--- config.mk ---
export PLATFORM = sky130hd
export DESIGN_NAME = fdl_zero_inserter
export DESIGN_NICKNAME = d
export VERILOG_FILES = /design/src/rtl/fdl_zi_pkg.sv /design/src/rtl/fdl_zi_hold.sv /design/src/rtl/fdl_zi_serial.sv /design/src/rtl/fdl_zi_runctr.sv /design/src/rtl/fdl_zero_inserter.sv
export SDC_FILE = /design/constraint.sdc
export NUM_CORES = 1
export LEC_CHECK = 0
export ABC_AREA = 1
export BUFFER_PORTS_ARGS = -buffer_cell sky130_fd_sc_hd__buf_2
export CAP_MARGIN = 20
export CELL_PAD_IN_SITES_DETAIL_PLACEMENT = 1
export CELL_PAD_IN_SITES_GLOBAL_PLACEMENT = 2
export CORE_ASPECT_RATIO = 0.5
export CORE_MARGIN = 2
export CORE_UTILIZATION = 36
export DETAILED_ROUTE_END_ITERATION = 12
export PLACE_DENSITY_LB_ADDON = 0.1
export SETUP_SLACK_MARGIN = 0.2
export SKIP_LAST_GASP = 1
export SYNTH_ARGS = -nofsm -noshare
export SYNTH_HDL_FRONTEND = slang
export SYNTH_SLANG_ARGS = --single-unit
--- constraint.sdc ---
create_clock -name clk -period 2.1 [get_ports clk]
set_input_delay 0.63 -clock clk [delete_from_list [all_inputs] [get_ports clk]]
set_output_delay 0.63 -clock clk [all_outputs]
set_load 0.005 [all_outputs]
--- src/rtl/fdl_zi_pkg.sv ---
package fdl_zi_pkg;
  localparam int unsigned FDL_BYTE_W  = 8;
  localparam int unsigned FDL_RUN_MAX = 5;
endpackage

--- src/rtl/fdl_zi_hold.sv ---
module fdl_zi_hold #(
  parameter int unsigned DATA_W = 8
) (
  input  logic              clk,
  input  logic              rst_n,
  input  logic              s_valid,
  output logic              s_ready,
  input  logic [DATA_W-1:0] s_data,
  input  logic              take,
  output logic [DATA_W-1:0] hold_q
);
  logic full_q;

  assign s_ready = !full_q;

  // A fetch reads the old contents; a write in the same cycle refills.
  always_ff @(posedge clk or negedge rst_n) begin
    if (!rst_n) begin
      full_q <= 1'b0;
      hold_q <= '0;
    end else begin
      if (take)
        full_q <= 1'b0;
      if (s_valid && !full_q) begin
        full_q <= 1'b1;
        hold_q <= s_data;
      end
    end
  end
endmodule

--- src/rtl/fdl_zi_serial.sv ---
module fdl_zi_serial #(
  parameter int unsigned DATA_W = 8,
  localparam int unsigned IDX_W = $clog2(DATA_W)
) (
  input  logic              clk,
  input  logic              rst_n,
  input  logic              adv,
  input  logic [DATA_W-1:0] hold_q,
  output logic              data_bit,
  output logic              at_first,
  output logic              at_last
);
  localparam logic [IDX_W-1:0] LAST_IDX = IDX_W'(DATA_W - 1);

  logic [DATA_W-1:0] cur_q;
  logic [DATA_W-1:0] src;
  logic [IDX_W-1:0]  idx_q;

  assign at_first = (idx_q == '0);
  assign at_last  = (idx_q == LAST_IDX);
  // First slot of a byte reads straight from the holding register.
  assign src      = at_first ? hold_q : cur_q;
  assign data_bit = src[idx_q];

  always_ff @(posedge clk or negedge rst_n) begin
    if (!rst_n) begin
      cur_q <= '0;
      idx_q <= '0;
    end else if (adv) begin
      if (at_first)
        cur_q <= hold_q;
      idx_q <= at_last ? '0 : idx_q + IDX_W'(1);
    end
  end
endmodule

--- src/rtl/fdl_zi_runctr.sv ---
module fdl_zi_runctr #(
  parameter int unsigned RUN_LEN = 5,
  localparam int unsigned CNT_W = $clog2(RUN_LEN + 1)
) (
  input  logic clk,
  input  logic rst_n,
  input  logic ins_en,
  input  logic slot,
  input  logic sent_bit,
  output logic stuff_now
);
  generate
    if (RUN_LEN > 0) begin : g_count
      localparam logic [CNT_W-1:0] LIMIT = CNT_W'(RUN_LEN);
      logic [CNT_W-1:0] cnt_q;

      assign stuff_now = ins_en && (cnt_q == LIMIT);

      always_ff @(posedge clk or negedge rst_n) begin
        if (!rst_n)
          cnt_q <= '0;
        else if (!ins_en)
          cnt_q <= '0;
        else if (slot)
          cnt_q <= sent_bit ? cnt_q + CNT_W'(1) : '0;
      end
    end else begin : g_none
      assign stuff_now = 1'b0;
    end
  endgenerate
endmodule

--- src/rtl/fdl_zero_inserter.sv ---
module fdl_zero_inserter
  import fdl_zi_pkg::*;
#(
  parameter int unsigned DATA_W  = FDL_BYTE_W,
  parameter int unsigned RUN_LEN = FDL_RUN_MAX
) (
  input  logic              clk,
  input  logic              rst_n,
  input  logic              ins_en,
  input  logic              bit_req,
  input  logic              s_valid,
  output logic              s_ready,
  input  logic [DATA_W-1:0] s_data,
  output logic              tx_bit,
  output logic              tx_vld,
  output logic              byte_req
);
  logic [DATA_W-1:0] hold_q;
  logic stuff_now, slot_adv, data_bit, sent_bit, at_first, at_last, take;

  assign slot_adv = bit_req && !stuff_now;
  assign sent_bit = stuff_now ? 1'b0 : data_bit;
  assign take     = slot_adv && at_first;

  fdl_zi_hold #(.DATA_W(DATA_W)) u_hold (
    .clk(clk), .rst_n(rst_n), .s_valid(s_valid), .s_ready(s_ready),
    .s_data(s_data), .take(take), .hold_q(hold_q)
  );

  fdl_zi_serial #(.DATA_W(DATA_W)) u_serial (
    .clk(clk), .rst_n(rst_n), .adv(slot_adv), .hold_q(hold_q),
    .data_bit(data_bit), .at_first(at_first), .at_last(at_last)
  );

  fdl_zi_runctr #(.RUN_LEN(RUN_LEN)) u_run (
    .clk(clk), .rst_n(rst_n), .ins_en(ins_en), .slot(bit_req),
    .sent_bit(sent_bit), .stuff_now(stuff_now)
  );

  always_ff @(posedge clk or negedge rst_n) begin
    if (!rst_n) begin
      tx_bit   <= 1'b0;
      tx_vld   <= 1'b0;
      byte_req <= 1'b0;
    end else begin
      tx_vld   <= bit_req;
      byte_req <= slot_adv && at_last;
      if (bit_req)
        tx_bit <= sent_bit;
    end
  end
endmodule

==> flow_metrics.py, run 1 <==
metrics = {
    "status": {
        "status": "completed",
    },
    "global_route": {
        "grt_pass1_vias": 973,
        "grtUsageTotal_pct": 16.44,
        "antenna_found_initial": 0,
        "grt_max_degree": 27,
        "overflow": 0,
        "grt_pass1_wl_microns": 4850,
    },
    "synth": {
        "yosysSeqAreaShare_pct": 50.58,
        "ys_async_sr_fraction_pct": 100.0,
        "netlist_instances": 125,
        "synth.area.top_cells": "dfrtp_1, nand3_2, mux2_2",
        "syn_area_per_cell_sq_um": 10.29,
        "synth_seq_cells": 26,
        "ys_warn_count": 0,
        "synth_nets": 143,
        "syn-cell-area_sq_um": 1286,
        "synth.most_common_cell": "dfrtp_1",
        "yosys.area.top_type_share_pct": 50.58,
        "ys.flop_type": "dfrtp_1",
        "synth_common_cells": "dfrtp_1, nand2_1, nand3_1",
        "synth_edf_count": 0,
        "yosys.area.top_type": "dfrtp_1",
        "ys_types": 20,
    },
    "placement": {
        "dp_slack_ns": 0.2246,
        "dp_hpwl_microns": 2116,
        "finalWeightedCongestion": 0.7536,
        "port_buffers": 16,
    },
    "timing": {
        "tns_ns": 0,
        "min_period_ns": 1.712,
        "setup_ws_ns": 0.3877,
        "drv_slew": 0,
        "rsz0062_at_grt": "no",
        "max_freq_mhz": 584.0,
        "fin_skew_ns": 0.002340,
        "period_share_pct": 81.54,
        "hold_viol": 0,
        "relSlewSlack_pct": 60.64,
        "worst_hold_slack_ns": 0.3482,
        "worstMarginPinSlew_ns": 0.5904,
        "setup_violations": 0,
    },
    "die": {
        "die_area_sq_um": 4096,
        "io_pins": 17,
        "initial_utilization_pct": 37.45,
        "core.rowCount": 15,
        "die_w_microns": 88.53,
        "coreArea_sq_um": 3435,
        "die_h_microns": 46.27,
    },
    "power": {
        "p_leak_uw": 0.0006746,
        "p_clk_share_pct": 16.5,
        "power.switching_uw": 779.5,
        "power_frac_seq_pct": 43.4,
        "p_per_area_nw_per_um2": 1360,
        "p_int_uw": 1217,
        "power.share.combinational_pct": 40.1,
        "swShare_pct": 39.04,
        "finalPower_uw": 1997,
        "irDropWorstVdd_mv": 0.4324,
    },
    "drt": {
        "drt_iter0_markers": 19,
        "avgRoutedWirePerCell_microns": 14.52,
        "wl_met1_microns": 1474,
        "route.met3.wl_microns": 98,
        "wl_met2_microns": 1213,
        "route.top_layer_used": "met4",
        "drtAntennaViolNets": 0,
        "routed_wl_microns": 2803,
        "drc": 0,
        "drt_first_pass_iters": 4,
        "via_count": 941,
        "viasPerCell": 4.876,
    },
    "clock_network": {
        "clkSlewWorstSetupHoldPaths_ns": 0.09,
        "clk_path_buf_depth": 2,
        "root_buffer": "clkbuf_8",
        "cts_buffers": 3,
        "htree_levels": 1,
        "postCtsHoldBufs": 0,
        "cts_tree": "yes",
        "cts_sinks": 26,
        "clock_latency_ns": 0.27,
    },
    "worst_setup_path": {
        "crit_path_end_kind": "flip-flop",
        "path_buf_inv": 2,
        "critPathMaxStageDelay_ns": 0.46,
        "crit_type": "flip-flop to flip-flop",
        "cp.arrival_ns": 1.92,
        "crit_slowest_cell": "dfrtp_2",
        "crit_required_ns": 2.31,
        "critPathTopFamily": "simple AND/OR/NAND/NOR gates",
        "startpoint_type": "flip-flop",
        "path_cells": "inv_2 -> ha_2 -> buf_6 -> nand3_2 -> nand3_1 -> nand3_1 -> nand3_2 -> nand3_4 -> o21ai_2",
        "cp_max_fo": 7,
    },
    "cells_and_area": {
        "layout.nets": 161,
        "n_antenna_cell": 0,
        "fillers": 406,
        "area_delta_synth_final_pct": 14.11,
        "drive_gt1_share_pct": 35.21,
        "utilization_pct": 42.73,
    },
    "flow_run": {
        "cap_violations": 0,
    },
    "hold_path": {
        "hp-class": "input port to async pin",
    },
}
-- final timing paths --
path	slack (ns)	cells past startpoint	end	start
hold / removal	0.35	1	byte_req	rst_n
setup reg to reg	0.39	9	u_run.g_count.cnt_q[1]	u_serial.idx_q[0]
min in group clk	0.50	2	tx_bit	tx_bit
setup / recovery	0.39	9	u_run.g_count.cnt_q[1]	u_serial.idx_q[0]
hold reg to reg	0.50	2	tx_bit	tx_bit
max in group asynchronous	1.33	1	u_serial.idx_q[0]	rst_n
-- cell type report --
cell class                      instances  area, sq um  share of cell area [%]
Tap cell                               51        63.81                   4.348
Sequential cell                        26        651.9                   44.42
Clock buffer                            4        55.05                   3.751
Timing Repair Buffer                   17        91.34                   6.223
Multi-Input combinational cell         85        568.0                   38.70
Inverter                               10        37.54                   2.558
-- cells in the final DEF (no fill, tap or decap), types with 2 or more instances in the layout --
cell	n
a31oi_1	8
buf_2	16
clkbuf_8	4
dfrtp_1	25
ha_1	4
inv_1	6
inv_2	4
mux2_2	8
nand2_1	17
nand3_1	15
nand3_2	9
nor2_1	10
o21ai_0	6
o21ai_2	2
-- per-layer routing --
layer,global-route usage [%],vias up
met3,4.839,4
met5,0,-
met1,23.37,462
met4,2.727,0
li1,-,461
met2,25.41,14
-- sequential cells by signal (all words and copies together) (netlist names) --
signal               cells
u_hold.full_q            1
u_run.g_count.cnt_q      3
u_serial.idx_q           3
u_serial.cur_q           8
byte_req                 1
tx_bit                   1
tx_vld                   1
u_hold.hold_q            8
-- kinds of logic (layout without fill, tap and decap cells) --
family	after synthesis	in the layout	share of synthesized area (%)
compound gates	18	18	8.658
fa+ha+maj	5	5	4.864
buf+inv	14	31	5.448
flops	26	26	50.58
mux	8	8	7.004
simple gates	54	54	23.44
-- through the flow --
| stage | std cells | instance area, sq um |
|---|---|---|
| global route | 193 | 1468 |
| CTS | 193 | 1460 |
| global placement | 189 | 1405 |
| finish | 193 | 1468 |
| detailed placement | 189 | 1405 |
| floorplan | 125 | 1286 |
-- power groups by stage --
| stage | registers [uW] | logic (uW) | clock network (uW) |
|---|---|---|---|
| after floorplan | 829 | 638 | 0 |
| after global placement | 867 | 790 | 0 |
| after detailed placement | 875 | 801 | 0 |
| after CTS | 865 | 804 | 343 |
| after global routing | 898 | 925 | 363 |
| final | 867 | 800 | 330 |
-- timing repair --
item | CTS | global route
setup buffers | 0 | 0
resized for setup | 0 | 5
endpoints found under the setup margin | 0 | 4
No activity file was read; power rests on OpenSTA's default activity.
==> run 2, diff against run 1 <==
==> constraint.sdc (replaced) <==
create_clock -name clk -period 1.6 [get_ports clk]
set_input_delay 0.48 -clock clk [delete_from_list [all_inputs] [get_ports clk]]
set_output_delay 0.48 -clock clk [all_outputs]
set_load 0.005 [all_outputs]
==> flow_metrics.py, run 2 (synthesized netlist as in run 1, its figures left out) <==
metrics = {
    "timing": {
        "hold_viol": 0,
        "relSlewSlack_pct": 60.30,
        "rsz0062_at_grt": "yes",
        "period_share_pct": 95.96,
        "max_freq_mhz": 651.3,
        "worstMarginPinSlew_ns": 0.5956,
        "min_period_ns": 1.535,
        "setup_ws_ns": 0.06456,
        "drv_slew": 0,
        "setup_violations": 0,
        "fin_skew_ns": 0.003868,
    },
    "placement": {
        "dpl-instance-area_sq_um": 1481,
        "port_buffers": 16,
        "dp_hpwl_microns": 2067,
        "finalWeightedCongestion": 0.7390,
        "dp_slack_ns": 0.06129,
        "dp.cells": 194,
    },
    "die": {
        "coreArea_sq_um": 3435,
        "core.rowCount": 15,
        "die_h_microns": 46.27,
        "die_w_microns": 88.53,
        "initial_utilization_pct": 37.45,
        "io_pins": 17,
        "die_area_sq_um": 4096,
    },
    "cells_and_area": {
        "utilization_pct": 52.97,
        "final_common_cell": "dfrtp_1",
        "n_antenna_cell": 0,
        "stdcell_count": 209,
        "top_regs": "u_hold.hold_q: 8 flops, u_serial.cur_q: 8 flops",
        "area_delta_synth_final_pct": 41.44,
        "final_cell_mix": "dfrtp_1, nand3_2, buf_2",
        "stdcell_area_sq_um": 1819,
        "layout.nets": 178,
        "fillers": 373,
        "drive_gt1_share_pct": 54.43,
    },
    "clock_network": {
        "clk_path_buf_depth": 2,
        "clock_latency_ns": 0.28,
        "postCtsHoldBufs": 0,
        "root_buffer": "clkbuf_8",
        "clkSlewWorstSetupHoldPaths_ns": 0.09,
        "cts_sinks": 26,
        "cts_tree": "yes",
        "htree_levels": 1,
        "cts_buffers": 3,
    },
    "global_route": {
        "antenna_found_initial": 0,
        "grtUsageTotal_pct": 17.82,
        "overflow": 0,
        "grt_pass1_vias": 989,
        "grt_pass1_wl_microns": 5064,
        "grt_max_degree": 27,
    },
    "power": {
        "p_per_area_nw_per_um2": 1806,
        "irDropWorstVdd_mv": 0.8991,
        "p_leak_uw": 0.0008099,
    },
    "drt": {
        "avgRoutedWirePerCell_microns": 16.31,
        "routed_wl_microns": 3409,
        "viasPerCell": 4.919,
        "drtAntennaViolNets": 0,
        "drt_first_pass_iters": 3,
        "drt_iter0_markers": 26,
        "via_count": 1028,
        "drc": 0,
    },
    "worst_setup_path": {
        "crit_type": "flip-flop to flip-flop",
        "cp_max_fo": 6,
        "crit_path_end_kind": "flip-flop",
        "crit_start": "u_serial.idx_q[1]",
        "startpoint_type": "flip-flop",
        "r2r-start": "u_serial.idx_q[1]",
        "crit_required_ns": 1.77,
        "cp.arrival_ns": 1.71,
    },
    "flow_run": {
        "cap_violations": 0,
    },
    "hold_path": {
        "hp-class": "input port to async pin",
    },
    "status": {
        "status": "completed",
    },
}
run 2: cell count changes in the layout (fill, tap and decap cells not counted), sizes merged:
cell    previous run  this run
nand2             18        19
buf               17        32
inv               10         9
clkinv             0         1
run 2: final timing paths:
kind	endpoint	slack, ns	cells after the start
max in group asynchronous	u_serial.cur_q[3]	1.01	1
worst min-delay path	u_hold.hold_q[6]	0.20	1
worst min register to register	tx_bit	0.49	2
worst max register to register	u_run.g_count.cnt_q[0]	0.06	10
worst max-delay path	u_run.g_count.cnt_q[0]	0.06	10
min in group clk	tx_vld	0.37	1
run 2: worst max-delay path, cell delays in order, from the launching register on:
cell and delay [ns]:
dfrtp_1 0.42, inv_2 0.09, ha_4 0.20, buf_12 0.12, nand2_8 0.07, nand2_4 0.07, nand3_2 0.08, nand3_2 0.09
nand3_2 0.11, nand3_4 0.12, a21oi_2 0.06
run 2: what timing repair did:
item	4_1_cts	5_1_grt
gates resized for setup	26	11
endpoints found under the hold margin	0	0
pin swaps	12	6
setup endpoints to repair	9	11
gates cloned	0	2
buffers inserted	5	5
run 2: through the flow:
stage	power, uW	TNS [ns]	hold slack [ns]
global route	3499	-0.09413	0.2345
floorplan	2011	0	0.1844
finish	3285	0	0.1969
CTS	3043	0	0.2149
global placement	2295	0	0.4763
detailed placement	2322	0	0.4740
run 2: metal layers:
metal	share of wire (%)	wire (microns)	vias up	global-route usage, %
li1	-	-	498	-
met3	3.7	125	5	4.839
met1	47	1595	508	23.97
met4	1.2	42	0	5.455
met5	0	0	-	0
met2	48	1646	17	28.57
run 2: power by group:
| group | internal [uW] | switching [uW] |
|---|---|---|
| Clock | 170 | 211 |
| Combinational | 797 | 920 |
| Sequential | 935 | 252 |
| Total | 1900 | 1380 |
run 2: cell type report:
type | count | area (sq um) | area share (%)
clock buffer | 3 | 41.29 | 2.270
inverter | 10 | 47.55 | 2.613
multi-input combinational | 86 | 738.2 | 40.58
sequential | 26 | 650.6 | 35.76
tap | 51 | 63.81 | 3.508
timing repair buffer | 33 | 277.8 | 15.27
==> run 3, diff against run 2 <==
--- a/config.mk
+++ b/config.mk
@@ -5,14 +5,13 @@
 export SDC_FILE = /design/constraint.sdc
 export NUM_CORES = 1
 export LEC_CHECK = 0
-export ABC_AREA = 1
 export BUFFER_PORTS_ARGS = -buffer_cell sky130_fd_sc_hd__buf_2
 export CAP_MARGIN = 20
 export CELL_PAD_IN_SITES_DETAIL_PLACEMENT = 1
 export CELL_PAD_IN_SITES_GLOBAL_PLACEMENT = 2
 export CORE_ASPECT_RATIO = 0.5
 export CORE_MARGIN = 2
-export CORE_UTILIZATION = 36
+export CORE_UTILIZATION = 38
 export DETAILED_ROUTE_END_ITERATION = 12
 export PLACE_DENSITY_LB_ADDON = 0.1
 export SETUP_SLACK_MARGIN = 0.2
==> flow_metrics.py, run 3 <==
metrics = {
    "clock_network": {
        "htree_levels": 1,
        "clk_path_buf_depth": 2,
        "clkSlewWorstSetupHoldPaths_ns": 0.09,
        "clock_latency_ns": 0.27,
        "cts_sinks": 26,
        "root_buffer": "clkbuf_8",
        "cts_tree": "yes",
        "cts_buffers": 3,
    },
    "synth": {
        "ys_async_sr_fraction_pct": 100.0,
        "synth_seq_cells": 26,
        "syn-cell-area_sq_um": 1160,
        "netlist_instances": 85,
        "synth_common_cells": "dfrtp_1, mux2_2, inv_1",
        "yosysSeqAreaShare_pct": 56.09,
        "synth_edf_count": 0,
        "synth.area.top_cells": "dfrtp_1, mux2_2, ha_1",
        "ys_types": 24,
        "yosys.area.top_type_share_pct": 56.09,
        "ys.flop_type": "dfrtp_1",
        "synth.most_common_cell": "dfrtp_1",
        "yosys.area.top_type": "dfrtp_1",
        "synth_nets": 103,
        "ys_warn_count": 0,
        "syn_area_per_cell_sq_um": 13.65,
    },
    "drt": {
        "avgRoutedWirePerCell_microns": 14.72,
        "drc": 0,
        "via_count": 787,
        "viasPerCell": 4.919,
        "drt_iter0_markers": 12,
        "drtAntennaViolNets": 0,
        "drt_first_pass_iters": 3,
        "routed_wl_microns": 2355,
    },
    "worst_setup_path": {
        "crit_required_ns": 1.75,
        "path_cells": "inv_2 -> ha_4 -> nor2b_4 -> mux4_2 -> a221o_1 -> nand2_2 -> o32ai_2",
        "cp_max_fo": 3,
        "startpoint_type": "flip-flop",
        "crit_type": "flip-flop to flip-flop",
        "critPathMaxStageDelay_ns": 0.50,
        "crit_path_end_kind": "flip-flop",
        "crit_slowest_cell": "mux4_2",
        "cp.arrival_ns": 2.06,
    },
    "die": {
        "die_area_sq_um": 3537,
        "io_pins": 17,
        "core.rowCount": 14,
        "die_w_microns": 82.13,
        "coreArea_sq_um": 2960,
        "die_h_microns": 43.07,
        "initial_utilization_pct": 39.18,
    },
    "cells_and_area": {
        "n_antenna_cell": 0,
        "final_common_cell": "dfrtp_1",
        "layout.nets": 139,
        "area_delta_synth_final_pct": 32.47,
        "top_regs": "u_hold.hold_q: 8 flops, u_serial.cur_q: 8 flops",
        "final_cell_mix": "dfrtp_1, mux2_2, buf_2",
        "fillers": 314,
        "drive_gt1_share_pct": 55.00,
        "stdcell_area_sq_um": 1536,
    },
    "flow_run": {
        "cap_violations": 0,
    },
    "status": {
        "status": "finished with violations",
        "violations": "negative setup slack",
    },
    "power": {
        "p_leak_uw": 0.0007200,
        "irDropWorstVdd_mv": 0.7257,
        "p_per_area_nw_per_um2": 1724,
    },
    "global_route": {
        "grt_pass1_vias": 870,
        "overflow": 0,
        "grt_pass1_wl_microns": 4119,
        "antenna_found_initial": 0,
        "grtUsageTotal_pct": 16.22,
        "grt_max_degree": 27,
    },
    "timing": {
        "rsz0062_at_grt": "yes",
        "drv_slew": 0,
        "setup_ws_ns": -0.3044,
        "worst_hold_slack_ns": 0.2036,
        "max_freq_mhz": 525.1,
        "fin_skew_ns": 0.005449,
        "tns_ns": -1.146,
        "relSlewSlack_pct": 60.84,
        "min_period_ns": 1.904,
        "setup_violations": 4,
        "worstMarginPinSlew_ns": 0.5874,
        "hold_viol": 0,
        "period_share_pct": 119.0,
    },
    "placement": {
        "port_buffers": 16,
        "dpl-instance-area_sq_um": 1371,
        "dp_hpwl_microns": 1708,
        "dp_slack_ns": -0.3215,
        "finalWeightedCongestion": 0.7740,
    },
    "hold_path": {
        "hp-class": "input port to async pin",
    },
}
[run 3: cell count changes after synthesis, moves of 8 or more]
cell     delta
nand3_2     -9
mux2_2      +9
a31oi_1     -8
nand3_1    -13
nand2_1    -13
nor2_1      -8
[run 3: kinds of logic after synthesis]
| kind of cell | share of synthesized area (%) |
|---|---|
| buffers and inverters | 2.589 |
| flip-flops | 56.09 |
| multiplexers | 23.30 |
| AO/OA/AOI/OAI | 6.257 |
| AND/OR/NAND/NOR | 6.365 |
| adder cells (fa/ha/maj) | 5.394 |
[run 3: through the flow]
stage	power, uW	util, %	cells
after floorplan	1730	-	85
after global placement	2021	46.32	149
after detailed placement	2089	46.32	149
after CTS	2642	50.76	157
after global routing	2860	51.90	160
final	2649	51.90	160
[run 3: what timing repair did]
| action | CTS | global route |
|---|---|---|
| hold buffers | 0 | 0 |
| setup buffers | 3 | 3 |
| gates resized for setup | 11 | 2 |
| gates cloned | 1 | 0 |
| setup endpoints to repair | 14 | 15 |
[run 3: cell type report]
type,instances,area (sq um),share of cell area [%]
flip-flops and latches,26,650.6,42.35
multi-input cells,51,543.0,35.34
repair buffers,32,211.5,13.76
clock buffers,4,55.05,3.583
well taps,40,50.05,3.257
inverters,7,26.28,1.710
[run 3: critical path: cells and delay by family (launching register included)]
| family | cells | cell delay [ns] |
|---|---|---|
| mux | 1 | 0.50 |
| compound gates | 2 | 0.43 |
| flops | 1 | 0.40 |
| simple gates | 2 | 0.25 |
| fa+ha+maj | 1 | 0.13 |
| buf+inv | 1 | 0.08 |
[run 3: routing by layer]
layer	up-vias	routed length (microns)	track usage (%)
met1	394	1079	20.14
met5	-	0	0
met4	0	19	4.000
met2	15	1157	28.13
met3	5	99	4.468
li1	373	-	-
[run 3: report_power, final]
part,internal (uW),switching [uW]
Clock,220,202
Combinational,677,433
Sequential,943,174
[run 3: final timing paths]
path | from | end | slack, ns | cells past startpoint
min | rst_n | u_serial.cur_q[0] | 0.20 | 1
min in group clk | s_data[0] | u_hold.hold_q[0] | 0.43 | 2
max in group asynchronous | rst_n | u_hold.hold_q[1] | 1.01 | 1
max | u_serial.idx_q[1] | u_run.g_count.cnt_q[1] | -0.30 | 7
max reg2reg | u_serial.idx_q[1] | u_run.g_count.cnt_q[1] | -0.30 | 7
min reg2reg | u_serial.cur_q[7] | u_serial.cur_q[7] | 0.51 | 1
